[config.mk]
export PLATFORM = sky130hd
export DESIGN_NAME = tick_softint_unit
export DESIGN_NICKNAME = d
export VERILOG_FILES = /design/src/rtl/tsu_pkg.sv /design/src/rtl/tsu_counter.sv /design/src/rtl/tsu_softint.sv /design/src/rtl/tsu_cmp.sv /design/src/rtl/tick_softint_unit.sv
export SDC_FILE = /design/constraint.sdc
export NUM_CORES = 1
export LEC_CHECK = 0
export BUFFER_PORTS_ARGS = -buffer_cell sky130_fd_sc_hd__buf_4
export CAP_MARGIN = 20
export CORE_MARGIN = 2
export CORE_UTILIZATION = 33
export CTS_CLUSTER_DIAMETER = 100
export DETAILED_ROUTE_END_ITERATION = 10
export PLACE_DENSITY = 0.59
export SETUP_SLACK_MARGIN = 0.4
export SYNTH_ARGS = -nofsm -noshare
export SYNTH_HDL_FRONTEND = slang
export SYNTH_HIERARCHICAL = 1
export SYNTH_SLANG_ARGS = --single-unit
export TNS_END_PERCENT = 10
[constraint.sdc]
create_clock -name clk -period 5.9 [get_ports clk]
set_input_delay 0.295 -clock clk [delete_from_list [all_inputs] [get_ports clk]]
set_output_delay 0.295 -clock clk [all_outputs]
set_load 0.02 [all_outputs]
[src/rtl/tsu_pkg.sv]
package tsu_pkg;
    localparam int ADDR_W = 3;

    localparam logic [ADDR_W-1:0] A_TICK     = 3'd0;
    localparam logic [ADDR_W-1:0] A_SOFT     = 3'd1;
    localparam logic [ADDR_W-1:0] A_SOFT_SET = 3'd2;
    localparam logic [ADDR_W-1:0] A_SOFT_CLR = 3'd3;
    localparam logic [ADDR_W-1:0] A_CMP      = 3'd4;

    typedef enum logic [1:0] {
        FLT_NONE     = 2'd0,
        FLT_PRIV_OP  = 2'd1,
        FLT_PRIV_ACT = 2'd2,
        FLT_ILLEGAL  = 2'd3
    } fault_e;

    typedef enum logic [1:0] {
        SIW_PUT = 2'd0,
        SIW_SET = 2'd1,
        SIW_CLR = 2'd2
    } si_op_e;

    typedef enum logic {
        CMP_IDLE  = 1'b0,
        CMP_ARMED = 1'b1
    } cmp_state_e;
endpackage

[src/rtl/tsu_counter.sv]
module tsu_counter #(
    parameter int CNT_W = 63
) (
    input  logic             clk,
    input  logic             rst_n,
    input  logic             load,
    input  logic [CNT_W-1:0] load_val,
    input  logic             load_flag,
    output logic [CNT_W-1:0] count,
    output logic             trap_flag
);
    always_ff @(posedge clk or negedge rst_n) begin
        if (!rst_n) begin
            count     <= '0;
            trap_flag <= 1'b1;
        end else if (load) begin
            count     <= load_val;
            trap_flag <= load_flag;
        end else begin
            count     <= count + 1'b1;
        end
    end
endmodule

[src/rtl/tsu_softint.sv]
module tsu_softint
    import tsu_pkg::*;
#(
    parameter int SI_W      = 16,
    parameter int MATCH_LVL = 14,
    parameter int LVL_W     = $clog2(SI_W)
) (
    input  logic             clk,
    input  logic             rst_n,
    input  logic             wr,
    input  si_op_e           op,
    input  logic [SI_W-1:0]  wval,
    input  logic             match_set,
    output logic [SI_W-1:0]  si_q,
    output logic [LVL_W-1:0] level,
    output logic             irq_check
);
    logic [SI_W-1:0] si_next;

    function automatic logic [LVL_W-1:0] lvl_of(input logic [SI_W-1:0] v);
        logic [LVL_W-1:0] r;
        r = '0;
        for (int i = 1; i < SI_W; i++) begin
            if (v[i]) r = LVL_W'(i);
        end
        if (v[0] && (r < LVL_W'(MATCH_LVL))) r = LVL_W'(MATCH_LVL);
        return r;
    endfunction

    always_comb begin
        si_next = si_q;
        if (wr) begin
            unique case (op)
                SIW_PUT: si_next = wval;
                SIW_SET: si_next = si_q | wval;
                SIW_CLR: si_next = si_q & ~wval;
                default: si_next = si_q;
            endcase
        end
        if (match_set) si_next[0] = 1'b1;
    end

    always_ff @(posedge clk or negedge rst_n) begin
        if (!rst_n) begin
            si_q      <= '0;
            irq_check <= 1'b0;
        end else begin
            si_q      <= si_next;
            irq_check <= wr && (lvl_of(si_next) > lvl_of(si_q));
        end
    end

    assign level = lvl_of(si_q);
endmodule

[src/rtl/tsu_cmp.sv]
module tsu_cmp
    import tsu_pkg::*;
#(
    parameter int CNT_W = 63
) (
    input  logic             clk,
    input  logic             rst_n,
    input  logic             wr,
    input  logic [CNT_W-1:0] wval,
    input  logic             wdis,
    input  logic [CNT_W-1:0] count,
    output logic [CNT_W-1:0] cmp_val,
    output logic             cmp_dis,
    output logic             match,
    output cmp_state_e       state
);
    cmp_state_e state_nx;
    logic       arm_ok;

    assign arm_ok = !wdis && (wval > count);

    // state register
    always_ff @(posedge clk or negedge rst_n) begin
        if (!rst_n) begin
            state   <= CMP_IDLE;
            cmp_val <= '0;
            cmp_dis <= 1'b1;
        end else begin
            state <= state_nx;
            if (wr) begin
                cmp_val <= wval;
                cmp_dis <= wdis;
            end
        end
    end

    // next state and outputs
    always_comb begin
        match    = 1'b0;
        state_nx = state;
        unique case (state)
            CMP_IDLE: begin
                if (wr && arm_ok) state_nx = CMP_ARMED;
            end
            CMP_ARMED: begin
                match = !cmp_dis && (count == cmp_val);
                if (wr)         state_nx = arm_ok ? CMP_ARMED : CMP_IDLE;
                else if (match) state_nx = CMP_IDLE;
            end
            default: state_nx = CMP_IDLE;
        endcase
    end
endmodule

[src/rtl/tick_softint_unit.sv]
module tick_softint_unit
    import tsu_pkg::*;
#(
    parameter int CNT_W     = 63,
    parameter int SI_W      = 16,
    parameter int MATCH_LVL = 14,
    parameter int DW        = CNT_W + 1,
    parameter int LVL_W     = $clog2(SI_W)
) (
    input  logic              clk,
    input  logic              rst_n,
    input  logic [ADDR_W-1:0] addr,
    input  logic              rd_en,
    input  logic              wr_en,
    input  logic [DW-1:0]     wdata,
    input  logic              priv,
    output logic [DW-1:0]     rdata,
    output logic [1:0]        fault,
    output logic [LVL_W-1:0]  irq_level,
    output logic              irq_check
);
    logic [CNT_W-1:0] cnt_q;
    logic             trap_q;
    logic [SI_W-1:0]  si_q;
    logic [CNT_W-1:0] cmp_val_q;
    logic             cmp_dis_q;
    logic             cmp_match;
    cmp_state_e       cmp_state;

    logic             is_wr, is_rd, ok;
    fault_e           flt;
    logic [DW-1:0]    rd_val;
    logic             si_wr, cnt_load, cmp_wr;
    si_op_e           si_op;

    always_comb begin
        is_wr  = wr_en;
        is_rd  = rd_en && !wr_en;
        flt    = FLT_NONE;
        rd_val = '0;
        si_op  = SIW_PUT;
        if (is_wr || is_rd) begin
            case (addr)
                A_TICK: begin
                    if (is_wr && !priv)                flt = FLT_PRIV_OP;
                    else if (is_rd && !priv && trap_q) flt = FLT_PRIV_ACT;
                    else                               rd_val = {trap_q, cnt_q};
                end
                A_SOFT: begin
                    if (!priv) flt = FLT_PRIV_OP;
                    else       rd_val = {{(DW-SI_W){1'b0}}, si_q};
                end
                A_SOFT_SET, A_SOFT_CLR: begin
                    if (is_rd)      flt = FLT_ILLEGAL;
                    else if (!priv) flt = FLT_PRIV_OP;
                    si_op = (addr == A_SOFT_SET) ? SIW_SET : SIW_CLR;
                end
                A_CMP: begin
                    if (!priv) flt = FLT_PRIV_OP;
                    else       rd_val = {cmp_dis_q, cmp_val_q};
                end
                default: flt = FLT_ILLEGAL;
            endcase
        end
        ok       = (is_wr || is_rd) && (flt == FLT_NONE);
        si_wr    = ok && is_wr && (addr == A_SOFT || addr == A_SOFT_SET || addr == A_SOFT_CLR);
        cnt_load = ok && is_wr && (addr == A_TICK);
        cmp_wr   = ok && is_wr && (addr == A_CMP);
    end

    assign fault = flt;
    assign rdata = (ok && is_rd) ? rd_val : '0;

    tsu_counter #(.CNT_W(CNT_W)) u_cnt (
        .clk       (clk),
        .rst_n     (rst_n),
        .load      (cnt_load),
        .load_val  (wdata[CNT_W-1:0]),
        .load_flag (wdata[CNT_W]),
        .count     (cnt_q),
        .trap_flag (trap_q)
    );

    tsu_softint #(.SI_W(SI_W), .MATCH_LVL(MATCH_LVL), .LVL_W(LVL_W)) u_si (
        .clk       (clk),
        .rst_n     (rst_n),
        .wr        (si_wr),
        .op        (si_op),
        .wval      (wdata[SI_W-1:0]),
        .match_set (cmp_match),
        .si_q      (si_q),
        .level     (irq_level),
        .irq_check (irq_check)
    );

    tsu_cmp #(.CNT_W(CNT_W)) u_cmp (
        .clk     (clk),
        .rst_n   (rst_n),
        .wr      (cmp_wr),
        .wval    (wdata[CNT_W-1:0]),
        .wdis    (wdata[CNT_W]),
        .count   (cnt_q),
        .cmp_val (cmp_val_q),
        .cmp_dis (cmp_dis_q),
        .match   (cmp_match),
        .state   (cmp_state)
    );
endmodule

After elaboration in Yosys (flattened, before gate mapping)
Cells that the tools add are included.
- memory bits (writable): 0
- memories kept: 0
- bits in latches: 0
- bits in read-only memories: 0
- output and inout port bits: 71
- register bits: 146
- logic and storage cells: 109
- multiplexer cells: 58
- $lt $le $gt $ge: 4
- reduce and logical (&&, ||, !) cells: 28
- shift-type cells: 0
- add/sub/neg operators: 1
- div/mod/pow operators: 0
- multiply operators: 0
- eq/ne operators: 7
- bitwise logic cells: 4
- operators with widths (operator ; number):
    64-bit 2-to-1 mux ; 5
    64-bit case mux with 3 select lines ; 1
    4-bit 2-to-1 mux ; 18
    63-bit by 1-bit adder with 63-bit output, second input constant ; 1
    63-bit equality test ; 1
    63-bit > comparator ; 1
    63-bit 2-to-1 mux ; 1
    16-bit case mux with 3 select lines ; 1
    16-bit 2-to-1 mux ; 2
    3-bit 2-to-1 mux ; 8
    2-bit 2-to-1 mux ; 11
    16-bit AND ; 1
    1-bit logical AND ; 16
    16-bit inverter ; 1
    16-bit bitwise OR ; 1
    1-bit 2-to-1 mux ; 9
    4-bit < comparator, second input constant ; 2
    3-bit by 2-bit equality test with 1-bit output, second input constant ; 2
    2-bit case mux with 3 select lines ; 1
    4-bit > comparator ; 1
    1-bit zero test ; 4
    2-bit zero test ; 2
    2-bit OR reduction ; 2
    3-bit by 1-bit equality test with 1-bit output, second input constant ; 1
    7 further kinds ; 9

Depth between registers and ports, before layout
Gate-level depths: netlist of run 1.
- depth after elaboration: 33
- gate-level depth with buffers: 19
- mapped depth without buffers: 15

Modules after synthesis
The synthesis of run 1 kept the hierarchy.
- by module, submodules not included (module ; times used ; sequential area each (um^2) ; area an instance (um^2) ; cells an instance):
    tsu_cmp ; 1 ; 1627.8 ; 4694.5 ; 461
    tsu_counter ; 1 ; 1602.8 ; 3737.3 ; 433
    tick_softint_unit ; 1 ; 0.0 ; 1939.4 ; 300
    tsu_softint ; 1 ; 425.4 ; 1161.1 ; 126

Worst setup path before layout of run 1
OpenSTA, ideal clock, no wires.
- path kind: input to register
- from: input priv
- to: register u_si.irq_check
- arrival: 3.031 ns
- setup slack: 2.752 ns
- buffers on the path: 4
- stages: 18
- setup time: 0.118 ns
- cells stage by stage: buf_2 > buf_2 > buf_1 > nand2_1 > nor2_1 > and2b_4 > buf_6 > o21ai_1 > a22oi_2 > a311oi_2 > nor4b_1 > o41ai_2 > ha_1 > nor2b_1 > o21ai_0 > nand2b_1 > a21oi_1 > nor2_1
- word-level cells in the longest chain between the ends: 32
- elaborated cells on any way between the ends: 36
- those cells by class: 2 x order compare; 24 x mux; 10 x reduce/logical
- RTL lines (element ; RTL line ; text):
    start: declaration ; tick_softint_unit.sv:16 ; input logic priv,
    1-bit zero test ; n/a ;
    1-bit logical AND (2 in series) ; tick_softint_unit.sv:46 ; else if (is_rd && !priv && trap_q) flt = FLT_PRIV_ACT;
    2-bit 2-to-1 mux ; tick_softint_unit.sv:46 ;
    2-bit 2-to-1 mux ; tick_softint_unit.sv:45 ; if (is_wr && !priv) flt = FLT_PRIV_OP;
    2-bit case mux with 3 select lines * ; tick_softint_unit.sv:43 ; case (addr)
    2-bit 2-to-1 mux * ; tick_softint_unit.sv:42 ; if (is_wr || is_rd) begin
    2-bit zero test * ; tick_softint_unit.sv:65 ; ok = (is_wr || is_rd) && (flt == FLT_NONE);
    1-bit logical AND * ; tick_softint_unit.sv:65 ;
    [2 not listed] ; n/a ;
    via si_wr ; tick_softint_unit.sv:33 ; logic si_wr, cnt_load, cmp_wr;
    [2 not listed] ; n/a ;
    2-bit 2-to-1 mux (2 in series) ; tsu_softint.sv:24 ; if (v[i]) r = LVL_W'(i);
    3-bit 2-to-1 mux (4 in series) ; tsu_softint.sv:24 ;
    4-bit 2-to-1 mux (8 in series) ; tsu_softint.sv:24 ;
    4-bit < comparator ; tsu_softint.sv:26 ; if (v[0] && (r < LVL_W'(MATCH_LVL))) r = LVL_W'(MATCH_LVL);
    1-bit logical AND ; tsu_softint.sv:26 ;
    4-bit 2-to-1 mux ; tsu_softint.sv:26 ;
    4-bit > comparator ; tsu_softint.sv:49 ; irq_check <= wr && (lvl_of(si_next) > lvl_of(si_q));
    1-bit logical AND * ; tsu_softint.sv:49 ;
    end signal: assignment ; tsu_softint.sv:49 ;
    end: declaration ; tsu_softint.sv:16 ; output logic irq_check
The timed path passes the listed nets; every way through them passes the cells marked *.
A chain may end at the register's enable or synchronous reset.

Final worst setup path of run 1
- from: register u_cnt.count[58]
- to: register u_si.irq_check
- word-level cells in the longest chain between the ends: 8
- RTL lines (element ; RTL line ; text):
    start: declaration ; tsu_counter.sv:9 ; output logic [CNT_W-1:0] count,
    start signal: assignment ; tsu_counter.sv:17 ; count <= load_val;
    start signal: assignment ; tsu_counter.sv:20 ; count <= count + 1'b1;
    63-bit equality test ; tsu_cmp.sv:46 ; match = !cmp_dis && (count == cmp_val);
    1-bit logical AND ; tsu_cmp.sv:46 ;
    1-bit 2-to-1 mux ; tsu_cmp.sv:41 ; unique case (state)
    via cmp_match ; tick_softint_unit.sv:27 ; logic cmp_match;
    1-bit 2-to-1 mux ; tsu_softint.sv:40 ; if (match_set) si_next[0] = 1'b1;
    1-bit logical AND ; tsu_softint.sv:26 ;
    4-bit 2-to-1 mux ; tsu_softint.sv:26 ;
    4-bit > comparator ; tsu_softint.sv:49 ;
    1-bit logical AND ; tsu_softint.sv:49 ;
The timed path passes the listed nets, and every way through them passes these cells.

==> run metrics, run 1 <==
status finished, final reports clean; Critical Path Source Type register; Detail Route Antenna Nets 0; number of synthesized flops with an enable pin 0; pre-CTS WS 2.20 ns; origin of the worst min-delay path wdata[29]; hold depth 3; Worst Path Arrival 3.89 ns; RD Place Congestion approximately 0.9; first-pass GRT wire length about 64,000 um; port buffer count roughly 140; DRT Wirelength 41,400 um; DIE AREA 36,500 um2; synthesized area per cell 8.74 um2; max_cap viols 0; minimum clock period 3.56 ns; Fillers 3,518; endpoints failing setup 0; Skew-Pair Late Insertion Delay between 0.4 and 0.5 ns; router iterations before antenna repair 6; via/cell ratio 5.82; core area 34,500 um2; area grow syn2layout 16.8%; sequential share of the synthesized area 31.7%; worst-case clock buffer depth 2; Register Area between 3000 and 4000 um2; Final Worst Setup Slack approximately 2.3 ns; Slew HR 32.3%; final core occ 39.1%; Pleak approximately 5.4 nW; vias in the first global route roughly 10,000; # clock sinks 146; initial antenna violation count 0; Synth Cell Area 11,500 um2; layout cell share with drive strength beyond 1 roughly a fifth; Non-Filler Instances 1,878; Yosys warnings 6; RSZ-0062 raised after global routing false; pin count of the biggest net entering global routing 92; asr flop ratio synth 100%; dpl cells ~1,800; DR vias 10,934; CTS tree built; Starting Density between 30% and 40%; grt ovf 0; CTS Buf Count 17; Layout Nets 1,550; Post-synth top flop dfrtp_1; Fin. Hold Viols 0; GRT Util Overall 22.7%; R2R setup slack 2.34 ns; Max Freq approximately 280 MHz; fin. max-slew vios 0; Netlist cell types 81; Final TNS setup 0 ns; Yosys reg bits approximately 150; Detailed Route Iter0 Violations ~1,100; critical-path maximum fanout 6; total power divided by cell area 312 nW/um2; clock-pin slew on the worst setup and hold paths about 0.08 ns; Setup Skew between 0.02 and 0.025 ns; Min-Delay Path Class primary input to register; number of remaining DRC errors 0; # diodes 0; total power 4.21 mW; DR WL/cell between 20 and 25 um; Worst Path Required 6.22 ns; Peak VDD IR approximately 0.23 mV; Tightest Pin Transition 1.01 ns; CTS H-tree lvls 4; period utilisation layout between 60% and 70%; reg2reg end u_si/irq_check; Chip Width 191 um; Hold EP u_cnt/count[29]; die height 191 um; crit end category register; Syn Nets roughly 1,500; Resized Gates After CTS 0; worst reg2reg path depth 14; RR Startpoint u_cnt/count[58]; Syn Inst Count 1,320; CP Class register to register; FP Rows 68; # IOs about 140; DP Wirelength 30,200 um; area of the multi-input gates 7110 um2; CTS root buf clkbuf_16
cell usage after synthesis, drive strengths merged, types with 38 or more instances:
| cell | count | share of area [%] |
|---|---|---|
| ha | 68 | 7.4 |
| inv | 92 | 3.0 |
| nor2 | 54 | 1.8 |
| o21ai | 97 | 4.3 |
| o211ai | 65 | 4.2 |
| xnor2 | 70 | 5.3 |
| nand2 | 142 | 4.6 |
| buf | 38 | 2.4 |
| nand4 | 42 | 2.4 |
| clkbuf | 46 | 1.5 |
| dfrtp | 144 | 31 |
| mux2 | 60 | 5.9 |
| a211oi | 69 | 4.5 |
state kept, by name (all words and copies together) (netlist names):
signal / cells
u_cnt/count: 63
u_si/irq_check: 1
u_cnt/trap_flag: 1
u_si/si_q: 16
u_cmp/state: 1
u_cmp/cmp_val: 63
u_cmp/cmp_dis: 1
critical path, cell delays in order (launching register included):
cell	delay [ns]
dfrtp_1	0.47
xnor2_1	0.38
nand4_2	0.14
or4_4	0.55
nor4_1	0.57
a21oi_1	0.12
nand4_1	0.24
nor2_1	0.08
o41ai_2	0.06
ha_1	0.29
nor2b_1	0.13
o21ai_0	0.16
nand2b_1	0.07
a21oi_1	0.14
nor2_1	0.05
per-stage QoR:
step	cell area (um2)	hold WS [ns]
2_1_floorplan	11500	-0.000591
3_3_place_gp	12800	0.388
3_5_place_dp	12900	0.396
4_1_cts	13500	0.0682
5_1_grt	13500	0.0785
6_report	13500	0.0816
metal layers:
metal | share of wire (%) | up-vias | GRT usage, %
met3 | 6.0 | 54 | 3.49
li1 | - | 5083 | -
met5 | 0 | - | 0
met2 | 45 | 422 | 35.4
met1 | 46 | 5375 | 31.9
met4 | 2.7 | 0 | 7.57
final cells by class:
type                            instances  area share [%]
Clock inverter                         13            1.11
Multi-Input combinational cell        998            52.8
Tap cell                              455            4.23
Clock buffer                           19            3.29
Inverter                               92            2.56
Sequential cell                       146            27.2
Timing Repair Buffer                  155            8.84
cell usage in the layout, fill, tap and decap left out, types with 3 or more instances in the layout:
cell type / count
ha_1: 68
nor3_1: 20
o31a_1: 5
nand2_1: 142
inv_1: 88
a221oi_1: 5
a21oi_1: 27
clkbuf_16: 17
nand3_1: 32
or4_1: 17
o211ai_1: 65
buf_4: 152
and3b_1: 32
or3_1: 8
nor2b_1: 11
a31oi_1: 20
mux2_2: 60
xnor2_1: 70
a22oi_1: 3
dfrtp_1: 144
and4_1: 12
a21o_1: 5
a211oi_1: 68
nand4_1: 40
and3_1: 6
o21ai_1: 9
o21ai_0: 85
inv_6: 5
xor2_1: 17
nor2_1: 53
o22ai_1: 6
o31ai_1: 19
a22o_1: 9
inv_2: 4
clkinvlp_4: 3
nor4_1: 27
nand2b_1: 7
how the worst max path moves through the flow:
stage / startpoint / endpoint / slack [ns]
2_1_floorplan: priv / u_si/irq_check / 2.75
3_3_place_gp: priv / u_si/irq_check / 2.17
3_5_place_dp: priv / u_si/irq_check / 2.20
4_1_cts: u_cnt/count[58] / u_si/irq_check / 2.32
5_1_grt: u_cnt/count[58] / u_si/irq_check / 2.08
6_report: u_cnt/count[58] / u_si/irq_check / 2.34
cells by family (layout without fill, tap and decap cells):
group                      count (synthesis)  in the layout  share of synthesized area, %
muxes                                     61             61                          5.95
DFF                                      146            146                          31.7
adders and majority gates                 68             68                          7.38
xor gates and xnor gates                  87             87                          6.61
AOI/OAI and AO/OA                        352            352                          21.1
and+or+nand+nor                          430            430                          20.4
buffers and inverters                    176            279                          6.87
power breakdown:
part	total (mW)	switching (mW)	internal, mW
clock	1.12	0.481	0.641
combinational	1.43	0.815	0.612
sequential	1.66	0.408	1.25
repair_timing:
item                                   in CTS  in global routing
setup buffers                               0                  0
hold buffers                                1                  0
setup endpoints to repair                   0                  0
endpoints found under the hold margin      73                  0
Note: power is estimated with default switching activity, not from simulation.
==> inputs of run 2 (changes only) <==
ABC_AREA = 1   (was not set)
PLACE_DENSITY = 0.61   (was 0.59)
clock period = 2.93 ns   (was 5.9 ns; I/O delays follow)
==> run 2 against run 1 <==
Against the previous run:
- the flow now finishes with violations (setup timing)
- critical endpoint unchanged
- via count grew 21%
- cell area grew 16%
- total power grew 140%
- critical path depth is 8 higher
- largest cell class unchanged
- clock-buffer cell count is 5 higher
==> run metrics, run 2 <==
status complete, but fails checks; failing checks setup timing; cell accounting for the most synthesized area dfrtp_1; complex-gate fraction of the synthesized area 11.6%; RSZ-0062 raised after global routing true; DR WL/cell 19.0 um; die height 196 um; CP Class register to register; Max Freq approximately 340 MHz; DP Wirelength 38,500 um; most common cell in the netlist nand2_1; max_cap viols 0; Yosys warnings 6; FP Rows 70; DRT Wirelength 50,100 um; Largest regs u_cmp/cmp_val (63), u_cnt/count (63), u_si/si_q (16); Worst Path Arrival 3.32 ns; asr flop ratio synth 100%; pre-CTS WS 0.0320 ns; Synth Area in Simple Gates 39.3%; Synth top cells by count nand2_1 (682), nor2_1 (315), inv_1 (168); RR Startpoint u_cnt/trap_flag; CTS tree built; initial antenna violation count 1; total power divided by cell area between 600 and 700 nW/um2; period utilisation layout 101%; Detail Route Antenna Nets 0; Skew-Pair Late Insertion Delay 0.46 ns; crit path buf inv count 5; Pleak 7.35 nW; main combinational cell family by area after synthesis simple AND/OR/NAND/NOR gates; R2R setup slack -0.02 ns; CTS H-tree lvls 4; Worst Path Required ~3.3 ns; via/cell ratio 5.00; CTS root buf clkbuf_16; fin. max-slew vios 0; Final Worst Setup Slack -0.0160 ns; minimum clock period 2.95 ns; Yosys top cell area share 29.6%; Top delay family on crit path simple AND/OR/NAND/NOR gates; dpl cells 2,535; Starting Density 33.4%; number of remaining DRC errors 0; # IOs 143; Setup Skew approximately 0.011 ns; Critical Path Source Type register; total power between 10 and 15 mW; RD Place Congestion 1.03; pin count of the biggest net entering global routing between 90 and 100; port buffer count ~140; Post-synth top flop dfrtp_1; GRT Util Overall 26.3%; endpoints failing setup 1; Fillers between 3,000 and 4,000; # diodes 0; synthesized area per cell 6.38 um2; Yosys reg bits around 150; critical-path maximum fanout 8; XOR/XNOR Fraction of Synth Area between 3 and 4%; Syn Nets roughly 2,000; CP Cell Sequence nand2_2 > nor2_2 > nand2_1 > nand2_1 > nor2_2 > nand3_2 > nor2_4 > inv_4 > nor2_8 > buf_6 > buf_6 > o21ai_1 > a22oi_2 > inv_2 > nor2_4 > nand2_2 > a31o_1 > ha_4 > inv_1 > o21bai_1 > nand3_1 > a21oi_1; vias in the first global route roughly 13,000; most frequent cells in the layout nand2_1 (679), nor2_1 (310), buf_4 (217); Peak VDD IR 0.447 mV; Chip Width 196 um; Tightest Pin Transition between 0.9 and 1 ns; grt ovf 0; number of synthesized flops with an enable pin 0; clock-pin slew on the worst setup and hold paths about 0.060 ns; first-pass GRT wire length 75,800 um; layout cell share with drive strength beyond 1 18.0%; Layout Nets 2,300; adder-cell share of the synthesized area under 10%; Fin. Hold Viols 0; CTS Buf Count 17; commonest non-fill, non-tap cell in the layout nand2_1; DIE AREA ~38,000 um2; Min-Delay Path Class primary input to async pin; sequential share of the synthesized area between 30% and 40%; Synth Cell Area ~12,000 um2; Non-Filler Instances 2,641; router iterations before antenna repair 6; Synth area leaders dfrtp_1 (30%), nand2_1 (21%), nor2_1 (9.7%), ha_1 (7.0%), inv_1 (5.2%); DR vias 13,209; worst reg2reg path depth 22; Slew HR 35.1%; worst-case clock buffer depth 2; reg2reg end u_si/irq_check; Fin Hold WS ~0.16 ns; crit end category register; core area around 36,000 um2; Detailed Route Iter0 Violations 1,000; Slowest Stage Delay on Critical Path around 0.38 ns; Worst path slowest cell dfstp_2; Syn Inst Count 1,905; Netlist cell types 45; # clock sinks 146; area grow syn2layout 28.5%; mux contribution to synthesized area 0%
run 2: changes by cell type in the layout (fill, tap and decap cells not counted), sizes merged, moves of 64 or more:
| cell | before | now |
|---|---|---|
| o211ai | 65 | 0 |
| a211oi | 69 | 0 |
| nand2 | 142 | 699 |
| nor2 | 54 | 360 |
| inv | 97 | 197 |
| dlygate4sd3 | 1 | 65 |
| buf | 154 | 226 |
run 2: per-stage QoR:
step | TNS [ns] | area (um2) | utilization, %
after floorplan | 0 | 12200 | -
after global placement | 0 | 14200 | 38.9
after CTS | 0 | 15500 | 42.6
after global routing | -0.276 | 15600 | 42.9
after detailed placement | 0 | 14200 | 38.9
final | -0.0160 | 15600 | 42.9
run 2: final cells by class:
type,count,area (um2),area share [%]
Clock buffer,24,482,3.08
Clock inverter,8,149,0.953
Inverter,198,751,4.80
Multi-Input combinational cell,1506,7580,48.5
Sequential cell,146,3660,23.4
Tap cell,468,586,3.75
Timing Repair Buffer,291,2420,15.5
run 2: cell families (layout without fill, tap and decap cells):
kind of cell	after synthesis	after routing
xor+xnor	47	47
buf+inv	255	521
simple gates	1152	1154
compound gates	237	237
fa+ha+maj	68	68
flops	146	146
run 2: power by group:
part	total [mW]	leakage, nW	switching [mW]	internal, mW
sequential	3.27	1.79	0.688	2.59
combinational	4.54	5.26	2.78	1.76
clock	2.46	0.301	0.959	1.50
run 2: how the worst max path moves through the flow:
stage	start	to	slack, ns	depth (start not counted)
after floorplan	u_cnt/trap_flag	u_si/irq_check	0.25	21
after global placement	addr[1]	u_si/irq_check	0.04	23
after detailed placement	addr[1]	u_si/irq_check	0.03	23
after CTS	u_cnt/trap_flag	u_si/irq_check	0.10	22
after global routing	u_cnt/trap_flag	u_si/irq_check	-0.28	28
final	u_cnt/trap_flag	u_si/irq_check	-0.02	22
run 2: metal layers:
metal / up-vias / global-route usage [%] / share of wire [%]
met5: - / 0 / 0.026
met4: 2 / 8.36 / 2.6
met3: 58 / 4.21 / 6.2
met2: 419 / 42.7 / 45
met1: 6232 / 35.9 / 46
li1: 6498 / - / -
run 2: what timing repair did:
item / 4_1_cts / 5_1_grt
resized for setup: 8 / 13
setup endpoints to repair: 34 / 2
endpoints found under the hold margin: 163 / 0
pin swaps: 6 / 15
hold buffers: 65 / 0
buffers inserted: 2 / 5
gates cloned: 2 / 0
